`config.mk`:
```
export PLATFORM = sky130hd
export DESIGN_NAME = adc_sar_seq
export DESIGN_NICKNAME = d
export VERILOG_FILES = /design/src/rtl/adc_sar_pkg.sv /design/src/rtl/adc_refclk_div.sv /design/src/rtl/adc_seq_ctrl.sv /design/src/rtl/adc_sar_reg.sv /design/src/rtl/adc_sar_seq.sv
export SDC_FILE = /design/constraint.sdc
export NUM_CORES = 1
export LEC_CHECK = 0
export BUFFER_PORTS_ARGS = -buffer_cell sky130_fd_sc_hd__buf_4
export CAP_MARGIN = 40
export CORE_MARGIN = 3
export CORE_UTILIZATION = 25
export DETAILED_ROUTE_END_ITERATION = 16
export SLEW_MARGIN = 10
export SYNTH_ARGS = -nofsm -noshare
export SYNTH_HDL_FRONTEND = slang
export SYNTH_HIERARCHICAL = 1
export SYNTH_SLANG_ARGS = --single-unit
export TNS_END_PERCENT = 50
```
`constraint.sdc`:
```
create_clock -name clk_i -period 2.55 [get_ports clk_i]
set_input_delay 0.1275 -clock clk_i [delete_from_list [all_inputs] [get_ports clk_i]]
set_output_delay 0.1275 -clock clk_i [all_outputs]
set_load 0.01 [all_outputs]
```
`src/rtl/adc_sar_pkg.sv`:
```
package adc_sar_pkg;
  localparam int RES_W     = 10;
  localparam int SEL_W     = 2;
  localparam int SMP_SHORT = 2;
  localparam int SMP_LONG  = 4;
  localparam int XFER_CLKS = 2;

  typedef enum logic [1:0] {ST_IDLE, ST_SAMPLE, ST_BITS, ST_XFER} seq_state_e;

  // I/O clocks per reference period
  function automatic int unsigned ref_ratio(input logic [SEL_W-1:0] sel);
    return 32'd1 << sel;
  endfunction

  // reference periods spent in sample-and-hold
  function automatic int unsigned smp_periods(input logic sel);
    return sel ? SMP_LONG : SMP_SHORT;
  endfunction

  // I/O clocks for one whole conversion
  function automatic int unsigned conv_io_clocks(input logic [SEL_W-1:0] dsel, input logic ssel);
    return (RES_W + XFER_CLKS + smp_periods(ssel)) * ref_ratio(dsel);
  endfunction
endpackage

```
`src/rtl/adc_refclk_div.sv`:
```
module adc_refclk_div #(
  parameter int SEL_W = 2
) (
  input  logic             clk_i,
  input  logic             rst_ni,
  input  logic [SEL_W-1:0] div_sel_i,
  output logic             tick_o
);
  localparam int CNT_W = (1 << SEL_W) - 1;

  logic [CNT_W:0]   ratio;
  logic [CNT_W-1:0] lim;
  logic [CNT_W-1:0] cnt_q;

  assign ratio  = (CNT_W+1)'(1) << div_sel_i;
  assign lim    = CNT_W'(ratio - (CNT_W+1)'(1));
  assign tick_o = (cnt_q >= lim);

  always_ff @(posedge clk_i or negedge rst_ni) begin
    if (!rst_ni)     cnt_q <= '0;
    else if (tick_o) cnt_q <= '0;
    else             cnt_q <= cnt_q + 1'b1;
  end

  // ticks never fall in adjacent cycles unless dividing by one
  a_r1_tick_gap: assert property (@(posedge clk_i) disable iff (!rst_ni)
    (tick_o && div_sel_i != '0) |=> (!tick_o || div_sel_i == '0));
endmodule

```
`src/rtl/adc_seq_ctrl.sv`:
```
module adc_seq_ctrl
  import adc_sar_pkg::*;
#(
  parameter int RES_BITS = RES_W,
  parameter int SMP_S    = SMP_SHORT,
  parameter int SMP_L    = SMP_LONG,
  parameter int XFER_N   = XFER_CLKS
) (
  input  logic clk_i,
  input  logic rst_ni,
  input  logic tick_i,
  input  logic en_i,
  input  logic smp_sel_i,
  input  logic cont_i,
  output logic sh_o,
  output logic bits_o,
  output logic idle_o,
  output logic load_o,
  output logic step_o,
  output logic xfer_o,
  output logic oneshot_done_o
);
  localparam int CNT_W = $clog2(RES_BITS + SMP_L + 1);

  seq_state_e       state_q;
  logic [CNT_W-1:0] pcnt_q;
  logic [CNT_W-1:0] smp_last;
  logic             bits_last, xfer_last, xfer_q;

  assign smp_last  = smp_sel_i ? CNT_W'(SMP_L - 1) : CNT_W'(SMP_S - 1);
  assign bits_last = (pcnt_q == CNT_W'(RES_BITS - 1));
  assign xfer_last = (pcnt_q == CNT_W'(XFER_N - 1));

  assign sh_o           = (state_q == ST_SAMPLE);
  assign bits_o         = (state_q == ST_BITS);
  assign idle_o         = (state_q == ST_IDLE);
  assign load_o         = tick_i && en_i && sh_o && (pcnt_q == smp_last);
  assign step_o         = tick_i && en_i && bits_o;
  assign oneshot_done_o = tick_i && (state_q == ST_XFER) && xfer_last && !cont_i;
  assign xfer_o         = xfer_q;

  always_ff @(posedge clk_i or negedge rst_ni) begin
    if (!rst_ni) begin
      state_q <= ST_IDLE;
      pcnt_q  <= '0;
      xfer_q  <= 1'b0;
    end else begin
      xfer_q <= 1'b0;
      if (tick_i) begin
        unique case (state_q)
          ST_IDLE: if (en_i) begin
            state_q <= ST_SAMPLE;
            pcnt_q  <= '0;
          end
          ST_SAMPLE: begin
            if (!en_i) state_q <= ST_IDLE;
            else if (pcnt_q == smp_last) begin
              state_q <= ST_BITS;
              pcnt_q  <= '0;
            end else pcnt_q <= pcnt_q + 1'b1;
          end
          ST_BITS: begin
            if (!en_i) state_q <= ST_IDLE;
            else if (bits_last) begin
              state_q <= ST_XFER;
              pcnt_q  <= '0;
              xfer_q  <= 1'b1;
            end else pcnt_q <= pcnt_q + 1'b1;
          end
          ST_XFER: begin
            if (xfer_last) begin
              state_q <= (en_i && cont_i) ? ST_SAMPLE : ST_IDLE;
              pcnt_q  <= '0;
            end else pcnt_q <= pcnt_q + 1'b1;
          end
          default: state_q <= ST_IDLE;
        endcase
      end
    end
  end

  // a cleared flag at a tick outside the transfer leaves the sequencer idle
  a_r9_abort_idle: assert property (@(posedge clk_i) disable iff (!rst_ni)
    (tick_i && !en_i && state_q != ST_XFER) |=> idle_o);
  // the transfer strobe lasts one I/O clock
  a_r6_xfer_single: assert property (@(posedge clk_i) disable iff (!rst_ni)
    xfer_o |=> !xfer_o);
  // the sampling window is entered only from idle or a finished transfer
  a_r2_sample_entry: assert property (@(posedge clk_i) disable iff (!rst_ni)
    $rose(sh_o) |-> $past(tick_i));
endmodule

```
`src/rtl/adc_sar_reg.sv`:
```
module adc_sar_reg #(
  parameter int RES_BITS = 10
) (
  input  logic                clk_i,
  input  logic                rst_ni,
  input  logic                load_i,
  input  logic                step_i,
  input  logic                cmp_i,
  output logic [RES_BITS-1:0] code_o,
  output logic [RES_BITS-1:0] result_o
);
  localparam int IDX_W = $clog2(RES_BITS);

  logic [RES_BITS-1:0] code_q, code_nxt, res_q;
  logic [IDX_W-1:0]    idx_q;

  always_comb begin
    code_nxt = code_q;
    if (!cmp_i) code_nxt[idx_q] = 1'b0;
    if (idx_q != '0) code_nxt[idx_q - 1'b1] = 1'b1;
  end

  always_ff @(posedge clk_i or negedge rst_ni) begin
    if (!rst_ni) begin
      code_q <= '0;
      idx_q  <= '0;
      res_q  <= '0;
    end else if (load_i) begin
      code_q <= {1'b1, {(RES_BITS-1){1'b0}}};
      idx_q  <= IDX_W'(RES_BITS - 1);
    end else if (step_i) begin
      code_q <= code_nxt;
      if (idx_q == '0) res_q <= code_nxt;
      else             idx_q <= idx_q - 1'b1;
    end
  end

  assign code_o   = code_q;
  assign result_o = res_q;

  // bits below the current trial bit are still zero
  a_r4_low_bits_clear: assert property (@(posedge clk_i) disable iff (!rst_ni)
    step_i |-> ((code_q & ((RES_BITS'(1) << idx_q) - 1'b1)) == '0));
endmodule

```
`src/rtl/adc_sar_seq.sv`:
```
module adc_sar_seq
  import adc_sar_pkg::*;
(
  input  logic             clk_i,
  input  logic             rst_ni,
  input  logic             en_we_i,
  input  logic             en_wdata_i,
  input  logic [SEL_W-1:0] div_sel_i,
  input  logic             smp_sel_i,
  input  logic             cont_i,
  input  logic             cmp_i,
  output logic             en_o,
  output logic [RES_W-1:0] dac_code_o,
  output logic             sh_o,
  output logic             wr_o,
  output logic             irq_o,
  output logic [RES_W-1:0] result_o
);
  localparam int WAIT_W = (1 << SEL_W) + 2;

  logic en_q, ref_tick, bits_active, seq_idle, load, step, xfer, oneshot_done;
  logic [RES_W-1:0] sar_code;

  always_ff @(posedge clk_i or negedge rst_ni) begin
    if (!rst_ni)           en_q <= 1'b0;
    else if (en_we_i)      en_q <= en_wdata_i;
    else if (oneshot_done) en_q <= 1'b0;
  end

  adc_refclk_div #(.SEL_W(SEL_W)) u_div (
    .clk_i(clk_i), .rst_ni(rst_ni), .div_sel_i(div_sel_i), .tick_o(ref_tick));

  adc_seq_ctrl #(.RES_BITS(RES_W), .SMP_S(SMP_SHORT), .SMP_L(SMP_LONG), .XFER_N(XFER_CLKS)) u_ctrl (
    .clk_i(clk_i), .rst_ni(rst_ni), .tick_i(ref_tick), .en_i(en_q),
    .smp_sel_i(smp_sel_i), .cont_i(cont_i), .sh_o(sh_o), .bits_o(bits_active),
    .idle_o(seq_idle), .load_o(load), .step_o(step), .xfer_o(xfer),
    .oneshot_done_o(oneshot_done));

  adc_sar_reg #(.RES_BITS(RES_W)) u_sar (
    .clk_i(clk_i), .rst_ni(rst_ni), .load_i(load), .step_i(step),
    .cmp_i(cmp_i), .code_o(sar_code), .result_o(result_o));

  assign en_o       = en_q;
  assign dac_code_o = bits_active ? sar_code : '0;
  assign wr_o       = xfer;
  assign irq_o      = xfer;

  // start latency watch for the assertion below
  logic [WAIT_W-1:0] idle_wait_q;
  always_ff @(posedge clk_i or negedge rst_ni) begin
    if (!rst_ni)                idle_wait_q <= '0;
    else if (en_q && seq_idle)  idle_wait_q <= idle_wait_q + 1'b1;
    else                        idle_wait_q <= '0;
  end

  // the bit phase opens with the MSB as the trial bit
  a_r4_msb_first: assert property (@(posedge clk_i) disable iff (!rst_ni)
    $rose(bits_active) |-> (dac_code_o == {1'b1, {(RES_W-1){1'b0}}}));
  // idle with the flag set lasts at most one reference period
  a_r5_start_wait: assert property (@(posedge clk_i) disable iff (!rst_ni)
    32'(idle_wait_q) <= ref_ratio(div_sel_i));
  // a transfer only follows an enabled bit phase
  a_r9_wr_needs_en: assert property (@(posedge clk_i) disable iff (!rst_ni)
    wr_o |-> $past(en_q));
  // no trial code while sampling
  a_r2_sh_no_code: assert property (@(posedge clk_i) disable iff (!rst_ni)
    sh_o |-> (dac_code_o == '0));
endmodule

```
# Word-level counts from Yosys, hierarchy flattened
# Index checks and enable logic that the tools add are counted.
[totals]
register_bits = 35
latch_bits = 0
ramBits = 0
romBits = 0
in_bits = 9
out_inout_bits = 24
elab_cells = 90
memories = 0
[op_classes]
addsub = 4
mul = 0
div = 0
order_cmp = 5
n_eq_ne = 13
shifts = 1
mux = 35
bitwise_logic = 4
n_reduce_logical = 20
[op_table]
columns = ["cell", "count"]
rows = [
  ["$mux 10", 5],
  ["$mux 4", 9],
  ["$pmux 4 s4", 1],
  ["$mux 2", 7],
  ["$and 10x10->10", 1],
  ["$logic_and 1x1->1", 10],
  ["$lt 4x5->1 const B", 2],
  ["$not 10->10", 1],
  ["$or 10x10->10", 1],
  ["$mux 1", 9],
  ["$demux 1 s4", 2],
  ["$ge 4x1->1 const B", 2],
  ["$ne 2x2->1 const B", 4],
  ["$pmux 2 s4", 1],
  ["$reduce_and 5->1", 1],
  ["$add 4x1->4 const B", 1],
  ["$eq 2x2->1 const B", 2],
  ["$eq 4x1->1 const B", 1],
  ["$eq 4x4->1", 1],
  ["$eq 4x4->1 const B", 1],
  ["$logic_not 4->1", 1],
  ["$reduce_and 4->1", 1],
  ["$reduce_bool 2->1", 2],
  ["$reduce_bool 4->1", 1],
  ["other kinds (15)", 15],
]

# Depth between registers and ports, before layout
[depth]
depth_word = 11
ltp_mapped = 10

# Cells and area by module
# Netlist, hierarchy kept.
[modules_own_cells]
columns = ["module", "instances", "cells_per_inst", "area_each_um2", "seq_area_each_um2"]
rows = [
  ["adc_sar_reg", 1, 125, 1326.3, 600.6],
  ["adc_seq_ctrl", 1, 60, 525.5, 175.2],
  ["adc_refclk_div", 1, 19, 203.9, 75.1],
  ["adc_sar_seq", 1, 14, 107.6, 25.0],
]

# Least setup slack after synthesis
# OpenSTA, ideal clock, no wires.
[synth_path]
kind = "register -> register"
start = "reg u_div.cnt_q[2]"
end = "reg u_sar.res_q[2] (netlist: u_sar/result_o[2])"
setup_time_ns = 0.125
t_arrival_ns = 2.361
required_time_ns = 2.425
path_slack_ns = 0.065
path_stages_with_launch = 9
synth_period_minus_slack_ns = 2.485
cell_sequence = "dfrtp_1 ha_1 a21o_1 a31o_1 nand2_1 nor3_1 buf_4 nor4_4 mux2_2"
[synth_between]
elab_chain_len = 6
[synth_lines]
columns = ["item", "line_no", "text"]
rows = [
  ["start, declared", "adc_refclk_div.sv:13", "logic [CNT_W-1:0] cnt_q;"],
  ["start signal, assigned", "adc_refclk_div.sv:22", "else cnt_q <= cnt_q + 1'b1;"],
  ["$ge 3x3->1", "adc_refclk_div.sv:17", "assign tick_o = (cnt_q >= lim);"],
  ["named net ref_tick", "adc_sar_seq.sv:21", "logic en_q, ref_tick, bits_active, seq_idle, load, step, xfer, oneshot_done;"],
  ["$logic_and 1x1->1 (3 in series)", "adc_seq_ctrl.sv:37", "assign load_o = tick_i && en_i && sh_o && (pcnt_q == smp_last);"],
  ["named net load", "adc_sar_seq.sv:21", ""],
  ["$not 1->1 (no line)", "n/a", ""],
  ["$reduce_and 3->1 (no line)", "n/a", ""],
  ["end signal, assigned", "adc_sar_reg.sv:33", "if (idx_q == '0) res_q <= code_nxt;"],
  ["end, declared", "adc_sar_reg.sv:14", "logic [RES_BITS-1:0] code_q, code_nxt, res_q;"],
]
# The timed path passes the listed nets, and every way through them passes these cells.
# A chain may end at the register's enable or synchronous reset.

# Final worst setup path
[layout_path]
start = "reg u_div.cnt_q[0]"
end = "reg u_sar.code_q[1] (netlist: u_sar/code_o[1])"
[layout_rtl]
columns = ["item", "line_no", "text"]
rows = [
  ["$ge 3x3->1", "adc_refclk_div.sv:17", ""],
  ["named net ref_tick", "adc_sar_seq.sv:21", ""],
  ["$logic_and 1x1->1 (2 in series)", "adc_seq_ctrl.sv:38", "assign step_o = tick_i && en_i && bits_o;"],
  ["named net step", "adc_sar_seq.sv:21", ""],
  ["$reduce_bool 2->1 (no line)", "n/a", ""],
  ["end signal, assigned", "adc_sar_reg.sv:29", "code_q <= {1'b1, {(RES_BITS-1){1'b0}}};"],
  ["end signal, assigned", "adc_sar_reg.sv:32", "code_q <= code_nxt;"],
  ["end, declared", "adc_sar_reg.sv:14", ""],
]
# The timed path passes the listed nets, and every way through them passes these cells.

==> run metrics <==
status=finished clean; Final nets=275; CTS tree=built; die area=9790 um2; Worst Max-Slew Pin Slew=614 ps; Final ANT Viol Nets=0; routability congestion estimate=0.809; FF-to-FF setup slack=110 ps; CP Capture Type=register; width of the die=98.9 um; Clock transition at path regs=70 ps; crit path max fanout=9; max cap viols=0; P_leak=0.00118 uW; Worst Setup Path Type=register to register; YS warnings=6; final std cells w/o fill=359; CTS Buf Count=5; Clock power frac=22.8%; worst reg2reg path depth=10; global route overflow=0; Worst Path Arrival=2580 ps; CP Launch Type=register; switching fraction of total power=36.4%; FF-to-FF End=u_sar/code_o[1]$_DFFE_PN0P_; Peak VDD IR=0.000202 V; Slowest-stage cell, CP=or3b_2; Layout Utilization=31.6%; vias in the first global route=1,732; Die H=98.9 um; WHS Endpoint=en_o$_DFFE_PN0P_; post-synthesis instance total=217; Top Ports=33; I/O Buffers=32; Max Freq=0.411 GHz; initial antenna violation count=0; post-synth net total=239; endpoints failing setup=0; power density cells=650 nW/um2; row cnt=33; first-pass GRT wire length=8120 um; hold path cells=2; dpl ws=-2.01 ps; Final Hold Fails=0; reg2reg start=u_div/cnt_q[0]$_DFF_PN0_; DR vias/cell=4.83; dpl cells=350; fin crit share=95.5%; net switching power=622 uW; Layout fillers=860; combinational power share=33.3%; Flop pwr share=44.0%; Final Instance Area=2630 um2; clock skew=8.22 ps; post-CTS setup repair buffer count=0; Max Slew Vio Count=0; Internal Power=1080 uW; drt wl/cell=13.5 um; max_slew headroom=58.5%; CTS root buffer=clkbuf_8; largest net degree at the start of global routing=36; CP Cell Sequence=inv_1 > ha_1 > nand2b_1 > a31o_1 > nand2_1 > nor2_1 > buf_4 > or3b_2 > o311ai_1 > o31ai_1; mapped cell area=2160 um2; Vias=1,733; CTS H-tree lvls=2; Clk Latency, worst-skew pair=280 ps; DRT Wirelength=4830 um; drt pass-1 iters=4; DP Wirelength=3430 um; Period minus WS final=2440 ps; mean area per synthesized cell=9.95 um2; initial cell density of the core=26.0%; Hold WC Path Type=input port to register; PnR worst setup slack=115 ps; Hold Crit Start=en_wdata_i; unrepaired setup endpoints after global routing=false; # diodes=0; core footprint=8300 um2; Tot GR Track Use=10.0%; placed cell areas=2510 um2; DRC viols=0; maximum clock insertion buffer count=2; layout cells sized above 1=24.4%; # clock sinks=35; area delta synth->final=21.6%; Max stage delay on crit path=510 ps; critical path required time=2700 ps; Iteration-0 DRC Markers=48
## registers in the layout (all words and copies together), names as in the netlist
register and cells:
u_sar/code_o 10, u_sar/result_o 10, u_ctrl/pcnt_q 4, u_sar/idx_q 4
u_div/cnt_q 3, u_ctrl/state_q 2, en_o 1, u_ctrl/xfer_o 1
## worst max-delay path, delay by kind of cell, from the launching register on
| kind | cells | cell delay [ps] |
|---|---|---|
| buffers and inverters | 2 | 220 |
| adder cells (fa/ha/maj) | 1 | 260 |
| flip-flops | 1 | 390 |
| AND/OR/NAND/NOR | 4 | 860 |
| AO/OA/AOI/OAI | 3 | 570 |
## what timing repair did
item | in CTS | in global routing
endpoints found under the setup margin | 0 | 9
hold endpoints to repair | 35 | 0
resized for setup | 0 | 5
hold buffers | 1 | 0
## worst max path at each step
stage,from,endpoint,slack [ps],depth (start not counted)
after floorplan,u_div/cnt_q[2]$_DFF_PN0_,u_sar/result_o[2]$_DFFE_PN0P_,60,8
after global placement,div_sel_i[0],u_sar/code_o[0]$_DFFE_PN0P_,40,11
after detailed placement,div_sel_i[0],u_sar/code_o[0]$_DFFE_PN0P_,-2,11
after CTS,u_div/cnt_q[2]$_DFF_PN0_,u_sar/code_o[0]$_DFFE_PN0P_,40,9
after global routing,u_div/cnt_q[0]$_DFF_PN0_,u_sar/code_o[0]$_DFFE_PN0P_,10,10
final,u_div/cnt_q[0]$_DFF_PN0_,u_sar/code_o[1]$_DFFE_PN0P_,110,10
## area by class of cell
class	count	area (um2)	share of cell area (%)
clock buffer	7	76.3	2.91
clock inverter	1	5.00	0.191
inverter	16	60.1	2.29
multi-input combinational	156	1180	44.9
sequential	35	876	33.4
tap	105	131	5.00
timing repair buffer	39	299	11.4
## cells in the final DEF, fill, tap and decap left out, types with 2 or more instances in the layout
master	n
clkbuf_1	2
inv_1	16
nor2b_1	2
or3_1	2
nand3b_1	5
a22o_1	5
o31ai_1	3
nand3_1	5
o21a_1	2
nand2b_1	6
dfrtp_1	35
a31oi_1	3
a21oi_1	7
nor2_1	7
o21ai_0	14
ha_1	12
or3b_2	2
and2_1	13
o31a_1	3
or2_2	2
clkbuf_8	5
o211a_1	2
mux2i_1	3
a311oi_1	4
buf_4	37
or4b_1	2
nand4_1	4
nand2_1	8
a21o_1	2
mux2_2	7
nor3_1	4
nor4_1	2
nor3b_1	2
## power groups by stage
stage                     logic (uW)  clock network, uW  registers (uW)
final                            567                389             750
after global routing             644                430             765
after CTS                        557                406             746
after detailed placement         551                  0             757
after global placement           548                  0             754
after floorplan                  437                  0             711
## stage by stage
step	power [uW]	hold WS, ps	setup TNS, ps
2_1_floorplan	1150	-168	0
3_3_place_gp	1300	118	0
3_5_place_dp	1310	114	-2.01
4_1_cts	1710	59.6	0
5_1_grt	1840	66.4	0
6_report	1710	69.9	0
## metal layers
metal  up-vias  GRT usage [%]  wire length [um]
met2        30           16.4              2340
met4         0           3.57                55
li1        868              -                 -
met1       831           12.9              2230
met5         -              0                 0
met3         4           2.26               209
Power figures use the tool's default switching activity.
